<file path="src/rtl/fbs_pkg.sv">
package fbs_pkg;

  typedef struct packed {
    logic vis;
    logic hs;
    logic vs;
  } fbs_tim_t;

  // Byte address of one picture element; rotation mirrors both axes.
  function automatic logic [31:0] fbs_pix_addr(
    input logic [31:0] base,
    input logic [31:0] col,
    input logic [31:0] row,
    input logic [31:0] stride,
    input logic [31:0] h_act,
    input logic [31:0] v_act,
    input logic        rot
  );
    logic [31:0] c;
    logic [31:0] r;
    c = rot ? (h_act - 32'd1 - col) : col;
    r = rot ? (v_act - 32'd1 - row) : row;
    return base + ((r * stride + c) << 2);
  endfunction

  function automatic logic in_window(
    input logic [31:0] cnt,
    input logic [31:0] start,
    input logic [31:0] len
  );
    return (cnt >= start) && (cnt < start + len);
  endfunction

endpackage

</file>
<file path="src/rtl/fbs_regs.sv">
module fbs_regs #(
  parameter int unsigned BASE_KEEP = 11
) (
  input  logic        clk,
  input  logic        rst_n,
  input  logic        wen,
  input  logic [3:0]  addr,
  input  logic [31:0] wdata,
  output logic [31:0] rdata,
  input  logic        frame_end,
  output logic        en,
  output logic [31:0] act_base,
  output logic        act_rot
);
  localparam int unsigned LOW_BITS = 32 - BASE_KEEP;
  localparam logic [31:0] BASE_MASK = ~((32'd1 << LOW_BITS) - 32'd1);
  localparam logic [3:0] OFS_BASE = 4'd0;
  localparam logic [3:0] OFS_CTRL = 4'd4;

  logic [31:0] base_q;
  logic        en_q;
  logic        rot_q;

  always_ff @(posedge clk or negedge rst_n) begin
    if (!rst_n) begin
      base_q <= '0;
      en_q   <= 1'b0;
      rot_q  <= 1'b0;
    end else if (wen) begin
      if (addr == OFS_BASE) base_q <= wdata & BASE_MASK;
      if (addr == OFS_CTRL) begin
        en_q  <= wdata[0];
        rot_q <= wdata[1];
      end
    end
  end

  // Frame-wide copies, refreshed only at the frame boundary.
  always_ff @(posedge clk or negedge rst_n) begin
    if (!rst_n) begin
      act_base <= '0;
      act_rot  <= 1'b0;
    end else if (frame_end) begin
      act_base <= base_q;
      act_rot  <= rot_q;
    end
  end

  always_comb begin
    case (addr)
      OFS_BASE: rdata = base_q;
      OFS_CTRL: rdata = {30'd0, rot_q, en_q};
      default:  rdata = '0;
    endcase
  end

  assign en = en_q;

endmodule

</file>
<file path="src/rtl/fbs_timing.sv">
module fbs_timing #(
  parameter int unsigned H_ACTIVE = 640,
  parameter int unsigned H_FRONT  = 16,
  parameter int unsigned H_SYNC   = 96,
  parameter int unsigned H_BACK   = 48,
  parameter int unsigned V_ACTIVE = 480,
  parameter int unsigned V_FRONT  = 10,
  parameter int unsigned V_SYNC   = 2,
  parameter int unsigned V_BACK   = 33,
  parameter int unsigned HW       = 10,
  parameter int unsigned VW       = 10
) (
  input  logic          clk,
  input  logic          rst_n,
  output logic [HW-1:0] hcnt,
  output logic [VW-1:0] vcnt,
  output logic          vis,
  output logic          hs,
  output logic          vs,
  output logic          frame_end
);
  import fbs_pkg::*;

  localparam int unsigned H_TOTAL = H_ACTIVE + H_FRONT + H_SYNC + H_BACK;
  localparam int unsigned V_TOTAL = V_ACTIVE + V_FRONT + V_SYNC + V_BACK;
  localparam logic [HW-1:0] H_LAST = HW'(H_TOTAL - 1);
  localparam logic [VW-1:0] V_LAST = VW'(V_TOTAL - 1);

  always_ff @(posedge clk or negedge rst_n) begin
    if (!rst_n) begin
      hcnt <= '0;
      vcnt <= '0;
    end else if (hcnt == H_LAST) begin
      hcnt <= '0;
      vcnt <= (vcnt == V_LAST) ? '0 : vcnt + 1'b1;
    end else begin
      hcnt <= hcnt + 1'b1;
    end
  end

  assign vis       = (32'(hcnt) < H_ACTIVE) && (32'(vcnt) < V_ACTIVE);
  assign hs        = in_window(32'(hcnt), H_ACTIVE + H_FRONT, H_SYNC);
  assign vs        = in_window(32'(vcnt), V_ACTIVE + V_FRONT, V_SYNC);
  assign frame_end = (hcnt == H_LAST) && (vcnt == V_LAST);

endmodule

</file>
<file path="src/rtl/fbs_fetch.sv">
module fbs_fetch #(
  parameter int unsigned H_ACTIVE  = 640,
  parameter int unsigned V_ACTIVE  = 480,
  parameter int unsigned ROW_WORDS = 1024,
  parameter int unsigned HW        = 10,
  parameter int unsigned VW        = 10
) (
  input  logic [HW-1:0] hcnt,
  input  logic [VW-1:0] vcnt,
  input  logic          vis,
  input  logic          en,
  input  logic [31:0]   base,
  input  logic          rot,
  output logic          req,
  output logic [31:0]   addr
);
  import fbs_pkg::*;

  assign req  = vis && en;
  assign addr = fbs_pix_addr(base, 32'(hcnt), 32'(vcnt), 32'(ROW_WORDS),
                             32'(H_ACTIVE), 32'(V_ACTIVE), rot);

endmodule

</file>
<file path="src/rtl/fbs_pixout.sv">
module fbs_pixout #(
  parameter int unsigned RD_LAT = 2
) (
  input  logic        clk,
  input  logic        rst_n,
  input  logic        fetch,
  input  logic        hs,
  input  logic        vs,
  input  logic        en,
  input  logic [31:0] rdata,
  output logic        de,
  output logic [7:0]  red,
  output logic [7:0]  grn,
  output logic [7:0]  blu,
  output logic        hsync_n,
  output logic        vsync_n
);
  import fbs_pkg::*;

  fbs_tim_t st [RD_LAT];
  logic     show;
  logic     unused_top;

  assign unused_top = ^rdata[31:24];
  assign show       = st[RD_LAT-1].vis && en;

  // Timing rides a delay line matching the memory latency.
  always_ff @(posedge clk or negedge rst_n) begin
    if (!rst_n) begin
      for (int i = 0; i < RD_LAT; i++) st[i] <= '0;
    end else begin
      st[0] <= '{vis: fetch, hs: hs, vs: vs};
      for (int i = 1; i < RD_LAT; i++) st[i] <= st[i-1];
    end
  end

  always_ff @(posedge clk or negedge rst_n) begin
    if (!rst_n) begin
      de      <= 1'b0;
      red     <= '0;
      grn     <= '0;
      blu     <= '0;
      hsync_n <= 1'b1;
      vsync_n <= 1'b1;
    end else begin
      de      <= show;
      red     <= show ? rdata[23:16] : 8'd0;
      grn     <= show ? rdata[15:8]  : 8'd0;
      blu     <= show ? rdata[7:0]   : 8'd0;
      hsync_n <= ~st[RD_LAT-1].hs;
      vsync_n <= ~st[RD_LAT-1].vs;
    end
  end

endmodule

</file>
<file path="src/rtl/fb_scanout.sv">
module fb_scanout #(
  parameter int unsigned H_ACTIVE  = 640,
  parameter int unsigned H_FRONT   = 16,
  parameter int unsigned H_SYNC    = 96,
  parameter int unsigned H_BACK    = 48,
  parameter int unsigned V_ACTIVE  = 480,
  parameter int unsigned V_FRONT   = 10,
  parameter int unsigned V_SYNC    = 2,
  parameter int unsigned V_BACK    = 33,
  parameter int unsigned ROW_WORDS = 1024,
  parameter int unsigned BASE_KEEP = 11,
  parameter int unsigned RD_LAT    = 2
) (
  input  logic        clk,
  input  logic        rst_n,
  input  logic        reg_wen,
  input  logic [3:0]  reg_addr,
  input  logic [31:0] reg_wdata,
  output logic [31:0] reg_rdata,
  output logic        mem_req,
  output logic [31:0] mem_addr,
  input  logic [31:0] mem_rdata,
  output logic [7:0]  pix_r,
  output logic [7:0]  pix_g,
  output logic [7:0]  pix_b,
  output logic        pix_de,
  output logic        hsync_n,
  output logic        vsync_n
);
  localparam int unsigned H_TOTAL = H_ACTIVE + H_FRONT + H_SYNC + H_BACK;
  localparam int unsigned V_TOTAL = V_ACTIVE + V_FRONT + V_SYNC + V_BACK;
  localparam int unsigned HW = $clog2(H_TOTAL);
  localparam int unsigned VW = $clog2(V_TOTAL);

  logic [HW-1:0] hcnt;
  logic [VW-1:0] vcnt;
  logic          vis_raw;
  logic          hs_raw;
  logic          vs_raw;
  logic          frame_end;
  logic          ctrl_en;
  logic [31:0]   act_base;
  logic          act_rot;

  fbs_regs #(.BASE_KEEP(BASE_KEEP)) u_regs (
    .clk(clk), .rst_n(rst_n), .wen(reg_wen), .addr(reg_addr),
    .wdata(reg_wdata), .rdata(reg_rdata), .frame_end(frame_end),
    .en(ctrl_en), .act_base(act_base), .act_rot(act_rot)
  );

  fbs_timing #(
    .H_ACTIVE(H_ACTIVE), .H_FRONT(H_FRONT), .H_SYNC(H_SYNC), .H_BACK(H_BACK),
    .V_ACTIVE(V_ACTIVE), .V_FRONT(V_FRONT), .V_SYNC(V_SYNC), .V_BACK(V_BACK),
    .HW(HW), .VW(VW)
  ) u_timing (
    .clk(clk), .rst_n(rst_n), .hcnt(hcnt), .vcnt(vcnt), .vis(vis_raw),
    .hs(hs_raw), .vs(vs_raw), .frame_end(frame_end)
  );

  fbs_fetch #(
    .H_ACTIVE(H_ACTIVE), .V_ACTIVE(V_ACTIVE), .ROW_WORDS(ROW_WORDS),
    .HW(HW), .VW(VW)
  ) u_fetch (
    .hcnt(hcnt), .vcnt(vcnt), .vis(vis_raw), .en(ctrl_en),
    .base(act_base), .rot(act_rot), .req(mem_req), .addr(mem_addr)
  );

  fbs_pixout #(.RD_LAT(RD_LAT)) u_pix (
    .clk(clk), .rst_n(rst_n), .fetch(mem_req), .hs(hs_raw), .vs(vs_raw),
    .en(ctrl_en), .rdata(mem_rdata), .de(pix_de), .red(pix_r),
    .grn(pix_g), .blu(pix_b), .hsync_n(hsync_n), .vsync_n(vsync_n)
  );

endmodule

</file>
<file path="config.mk">
export PLATFORM = sky130hd
export DESIGN_NAME = fb_scanout
export DESIGN_NICKNAME = d
export VERILOG_FILES = /design/src/rtl/fbs_pkg.sv /design/src/rtl/fbs_regs.sv /design/src/rtl/fbs_timing.sv /design/src/rtl/fbs_fetch.sv /design/src/rtl/fbs_pixout.sv /design/src/rtl/fb_scanout.sv
export SDC_FILE = /design/constraint.sdc
export NUM_CORES = 1
export LEC_CHECK = 0
export ABC_AREA = 1
export CORE_ASPECT_RATIO = 0.8
export CORE_MARGIN = 2
export CORE_UTILIZATION = 46
export CTS_BUF_LIST = sky130_fd_sc_hd__clkbuf_16
export DETAILED_ROUTE_END_ITERATION = 16
export PLACE_DENSITY = 0.87
export SLEW_MARGIN = 20
export SYNTH_ARGS = -nofsm -noshare
export SYNTH_HDL_FRONTEND = slang
export SYNTH_HIERARCHICAL = 1
export SYNTH_SLANG_ARGS = --single-unit
export TNS_END_PERCENT = 20
</file>
<file path="constraint.sdc">
create_clock -name clk -period 4.08 [get_ports clk]
set_input_delay 0.408 -clock clk [delete_from_list [all_inputs] [get_ports clk]]
set_output_delay 0.408 -clock clk [all_outputs]
set_load 0.02 [all_outputs]
</file>
==> impl_metrics.json <==
{
  "p_total_uw": 1992,
  "hold_violations": 0,
  "finalCriticalPeriod_ns": 4.130,
  "hpwl_mm": 12.81,
  "cts-root-buf": "clkbuf_16",
  "overflow": 0,
  "r2r-start": "u_timing/hcnt[0]$_DFF_PN0_",
  "setup_ws_ns": -0.05026,
  "drv_slew": 0,
  "fin_skew_ns": 0.01069,
  "arrival_ns": 3.72,
  "ys_seq_elements": 78,
  "routed_via_density": 5.086,
  "required_ns": 3.67,
  "cts_made_buffers": 9,
  "antenna_left": 0,
  "drive_gt1_share_pct": 18.80,
  "grt_max_degree": 79,
  "cp_top_family": "simple AND/OR/NAND/NOR gates",
  "placementRows": 39,
  "path_cells": "inv_2, a211oi_4, buf_6, buf_12, ha_2, nand2_1, nor2_1, nand2_1, nand2_2, a21oi_4, nand2_2, nand2_1, ha_4, buf_4, nand2_2, o21ai_0, a21oi_1, nand3_1, nand2_1, nand2_1, buf_2",
  "yosysUniqueCellTypes": 39,
  "cp_slowest_cell": "dfrtp_2",
  "maxCapViolCount": 0,
  "failed_checks": "setup timing",
  "die_y_um": 112.1,
  "pin_count": 163,
  "grt_pass1_vias": 6042,
  "diodes": 0,
  "fin_nets": 1234,
  "syn_to_final_growth_pct": 30.06,
  "track_usage_pct": 20.90,
  "grt_first_pass_wirelength_mm": 27.30,
  "numPortBuffers": 114,
  "yosysWarnings": 6,
  "finalCritPeriodShare_pct": 101.2,
  "crit_path_max_fanout": 8,
  "slew_headroom_pct": 36.42,
  "netlist_instances": 957,
  "status": "complete, but fails checks",
  "synth.avg_cell_area_um2": 7.023,
  "drcViolationCount": 0,
  "cts.clk_slew.worst_paths_ns": 0.07,
  "fp.dieW_um": 139.1,
  "power.density_nw_per_um2": 227.9,
  "fin_area_um2": 8742,
  "core_region_area_um2": 14300,
  "n_fill_cell": 1199,
  "holdCritPathClass": "in2async",
  "crit_type": "reg2out",
  "syn-cell-area_um2": 6721,
  "drt_wl_total_mm": 17.94,
  "rsz0062_at_grt": "true",
  "power_leakage_uw": 0.004663,
  "grt_antenna_before_repair": 0,
  "gp_congestion": 0.9208,
  "dpl-instance-area_um2": 8105,
  "dr.first_iter.drc_count": 564,
  "tightest_slew_ns": 0.9537,
  "cp_common_cell": "nand2_1",
  "start_util_pct": 47.01,
  "htree_levels": 3,
  "cts_sinks": 78,
  "die_area_um2": 15600,
  "cts_tree": "yes",
  "clk_latency_ns": 0.33,
  "cp-startpoint": "u_regs/act_rot$_DFFE_PN0P_",
  "vias": 6617,
  "drt_pass1_iterations": 5,
  "cts_hold_buf": 0,
  "critPathMaxStageDelay_ns": 0.45,
  "wire_per_inst_um": 13.79,
  "clock_path_buffers": 2,
  "critPathCaptureType": "output pin",
  "ir_worst_vdd_mv": 0.2895,
  "setup_violations": 2,
  "clock.fmax_ghz": 0.2421,
  "startpoint_type": "flop",
  "critPathBufInv": 5,
  "seq_area_frac_synth_pct": 29.08
}
## placed cells by master, fill, tap and decap left out, types with 3 or more instances in the layout
cell type        Yosys  routed
nor2_1              89      84
clkdlybuf4s50_1      0     103
o21bai_1             5       4
a21oi_1             53      38
ha_4                 0      11
ha_1                49      35
xor2_1              36      34
clkbuf_2             0       4
nor4_2               3       3
ha_2                 0       3
clkbuf_16            0       9
nor3_1               5       5
nand3_1             40      40
nor2_4               7       9
nor3_2               3       3
buf_2                7       5
inv_1              143     140
inv_2                4       8
nand2_2             15      27
conb_1               1      40
dfrtp_1             76      75
buf_4               43      45
buf_6                5       3
nor2_2              36      39
o21ai_1              4       7
nand4_1             31      31
xnor2_1              7       7
o21ai_0             15      11
a21oi_2              0      14
nand2_1            257     244
## registers in the layout, summed over array words and instances, names as in the netlist
signal,cells
u_regs/act_base,11
u_pix/st,6
u_pix/blu,8
u_regs/en,1
u_pix/vsync_n,1
u_pix/hsync_n,1
u_timing/vcnt,10
u_regs/rot_q,1
u_regs/base_q,11
u_pix/grn,8
u_regs/act_rot,1
u_timing/hcnt,10
u_pix/red,8
u_pix/de,1
## stage by stage
stage	std cells	util (%)	TNS [ns]	hold slack, ns	setup WS (ns)
floorplan	996	-	0	0.1124	0.2423
global placement	1277	56.69	-0.2833	0.3326	-0.1173
detailed placement	1277	56.69	-0.8534	0.3364	-0.1714
CTS	1295	59.25	-0.0007636	0.2600	-0.0007636
global route	1301	61.14	-1.402	0.3270	-0.2611
finish	1301	61.14	-0.07408	0.2258	-0.05026
## path summary, 6_finish.rpt
path                       cells past startpoint                              end  slack (ns)
setup / recovery                              21                     mem_addr[28]       -0.05
hold / removal                                 1           u_pix/grn[2]$_DFF_PN0_        0.23
setup reg to reg                               9  u_regs/act_base[25]$_DFFE_PN0P_        1.77
hold reg to reg                                0            u_pix/st[1]$_DFF_PN0_        0.35
max in group asynchronous                      1       u_regs/act_rot$_DFFE_PN0P_        3.18
min in group clk                               0            u_pix/st[1]$_DFF_PN0_        0.35
## final cells by class
type	count	area [um^2]	share of cell area, %
multi-input combinational	715	4239	48.49
clock buffer	9	225.2	2.576
inverter	147	551.8	6.312
tap	184	230.2	2.633
clock inverter	7	72.57	0.8301
timing repair buffer	161	1468	16.79
sequential	78	1956	22.37
## routing by layer
metal / track usage, % / routed length, um / vias up
met1: 27.08 / 7497 / 3078
met3: 5.333 / 1370 / 29
met5: 0 / 0 / -
met4: 4.377 / 281 / 0
met2: 35.63 / 8790 / 285
li1: - / - / 3225
## power by group
| group | switching (uW) | total [uW] | internal [uW] |
|---|---|---|---|
| clock | 319 | 794 | 476 |
| combinational | 217 | 357 | 140 |
| sequential | 21.3 | 841 | 819 |
## Yosys cell counts
cell | n | area [um^2]
xnor2_1 | 7 | 61.31
nor3_2 | 3 | 30.03
buf_4 | 43 | 322.8
xor2_1 | 36 | 315.3
buf_2 | 7 | 35.03
nand2_1 | 257 | 964.7
or2_2 | 2 | 12.51
nor4_2 | 3 | 37.54
dfrtp_1 | 76 | 1902
nor3_1 | 5 | 25.02
nand2_4 | 1 | 11.26
nor2_4 | 7 | 78.83
o21ai_0 | 15 | 75.07
a211oi_1 | 1 | 7.510
nand3_1 | 40 | 200.2
ha_1 | 49 | 613.1
o21a_1 | 2 | 15.01
o21ai_1 | 4 | 20.02
buf_6 | 5 | 56.30
fa_1 | 2 | 40.04
nor2_1 | 89 | 334.1
dfstp_2 | 2 | 52.55
nor2_8 | 2 | 40.04
inv_1 | 143 | 536.8
o21bai_1 | 5 | 37.54
o22ai_1 | 1 | 6.260
a21oi_1 | 53 | 265.3
and2_2 | 1 | 7.510
nand3_2 | 2 | 20.02
buf_8 | 1 | 15.01
nor2_2 | 36 | 225.2
inv_2 | 4 | 15.01
a21o_1 | 2 | 15.01
conb_1 | 1 | 3.750
nand4_1 | 31 | 193.9
nor4_1 | 2 | 12.51
and3_1 | 1 | 6.260
nand3_4 | 1 | 17.52
nand2_2 | 15 | 93.84
## cell families (layout without fill, tap and decap cells)
logic type / Yosys count / in the layout / synth area share [%]
flip-flops: 78 / 78 / 29.08
AND/OR/NAND/NOR: 498 / 498 / 34.38
buffers and inverters: 203 / 324 / 14.59
other: 1 / 40 / 0.05579
AO/OA/AOI/OAI: 83 / 83 / 6.571
XOR/XNOR: 43 / 43 / 5.603
adder cells (fa/ha/maj): 51 / 51 / 9.717
## what timing repair did
action	in CTS	in global routing
buffers inserted	2	6
setup endpoints to repair	10	13
resized for setup	33	76
pin swaps	0	22
(Power assumes the default switching activity.)
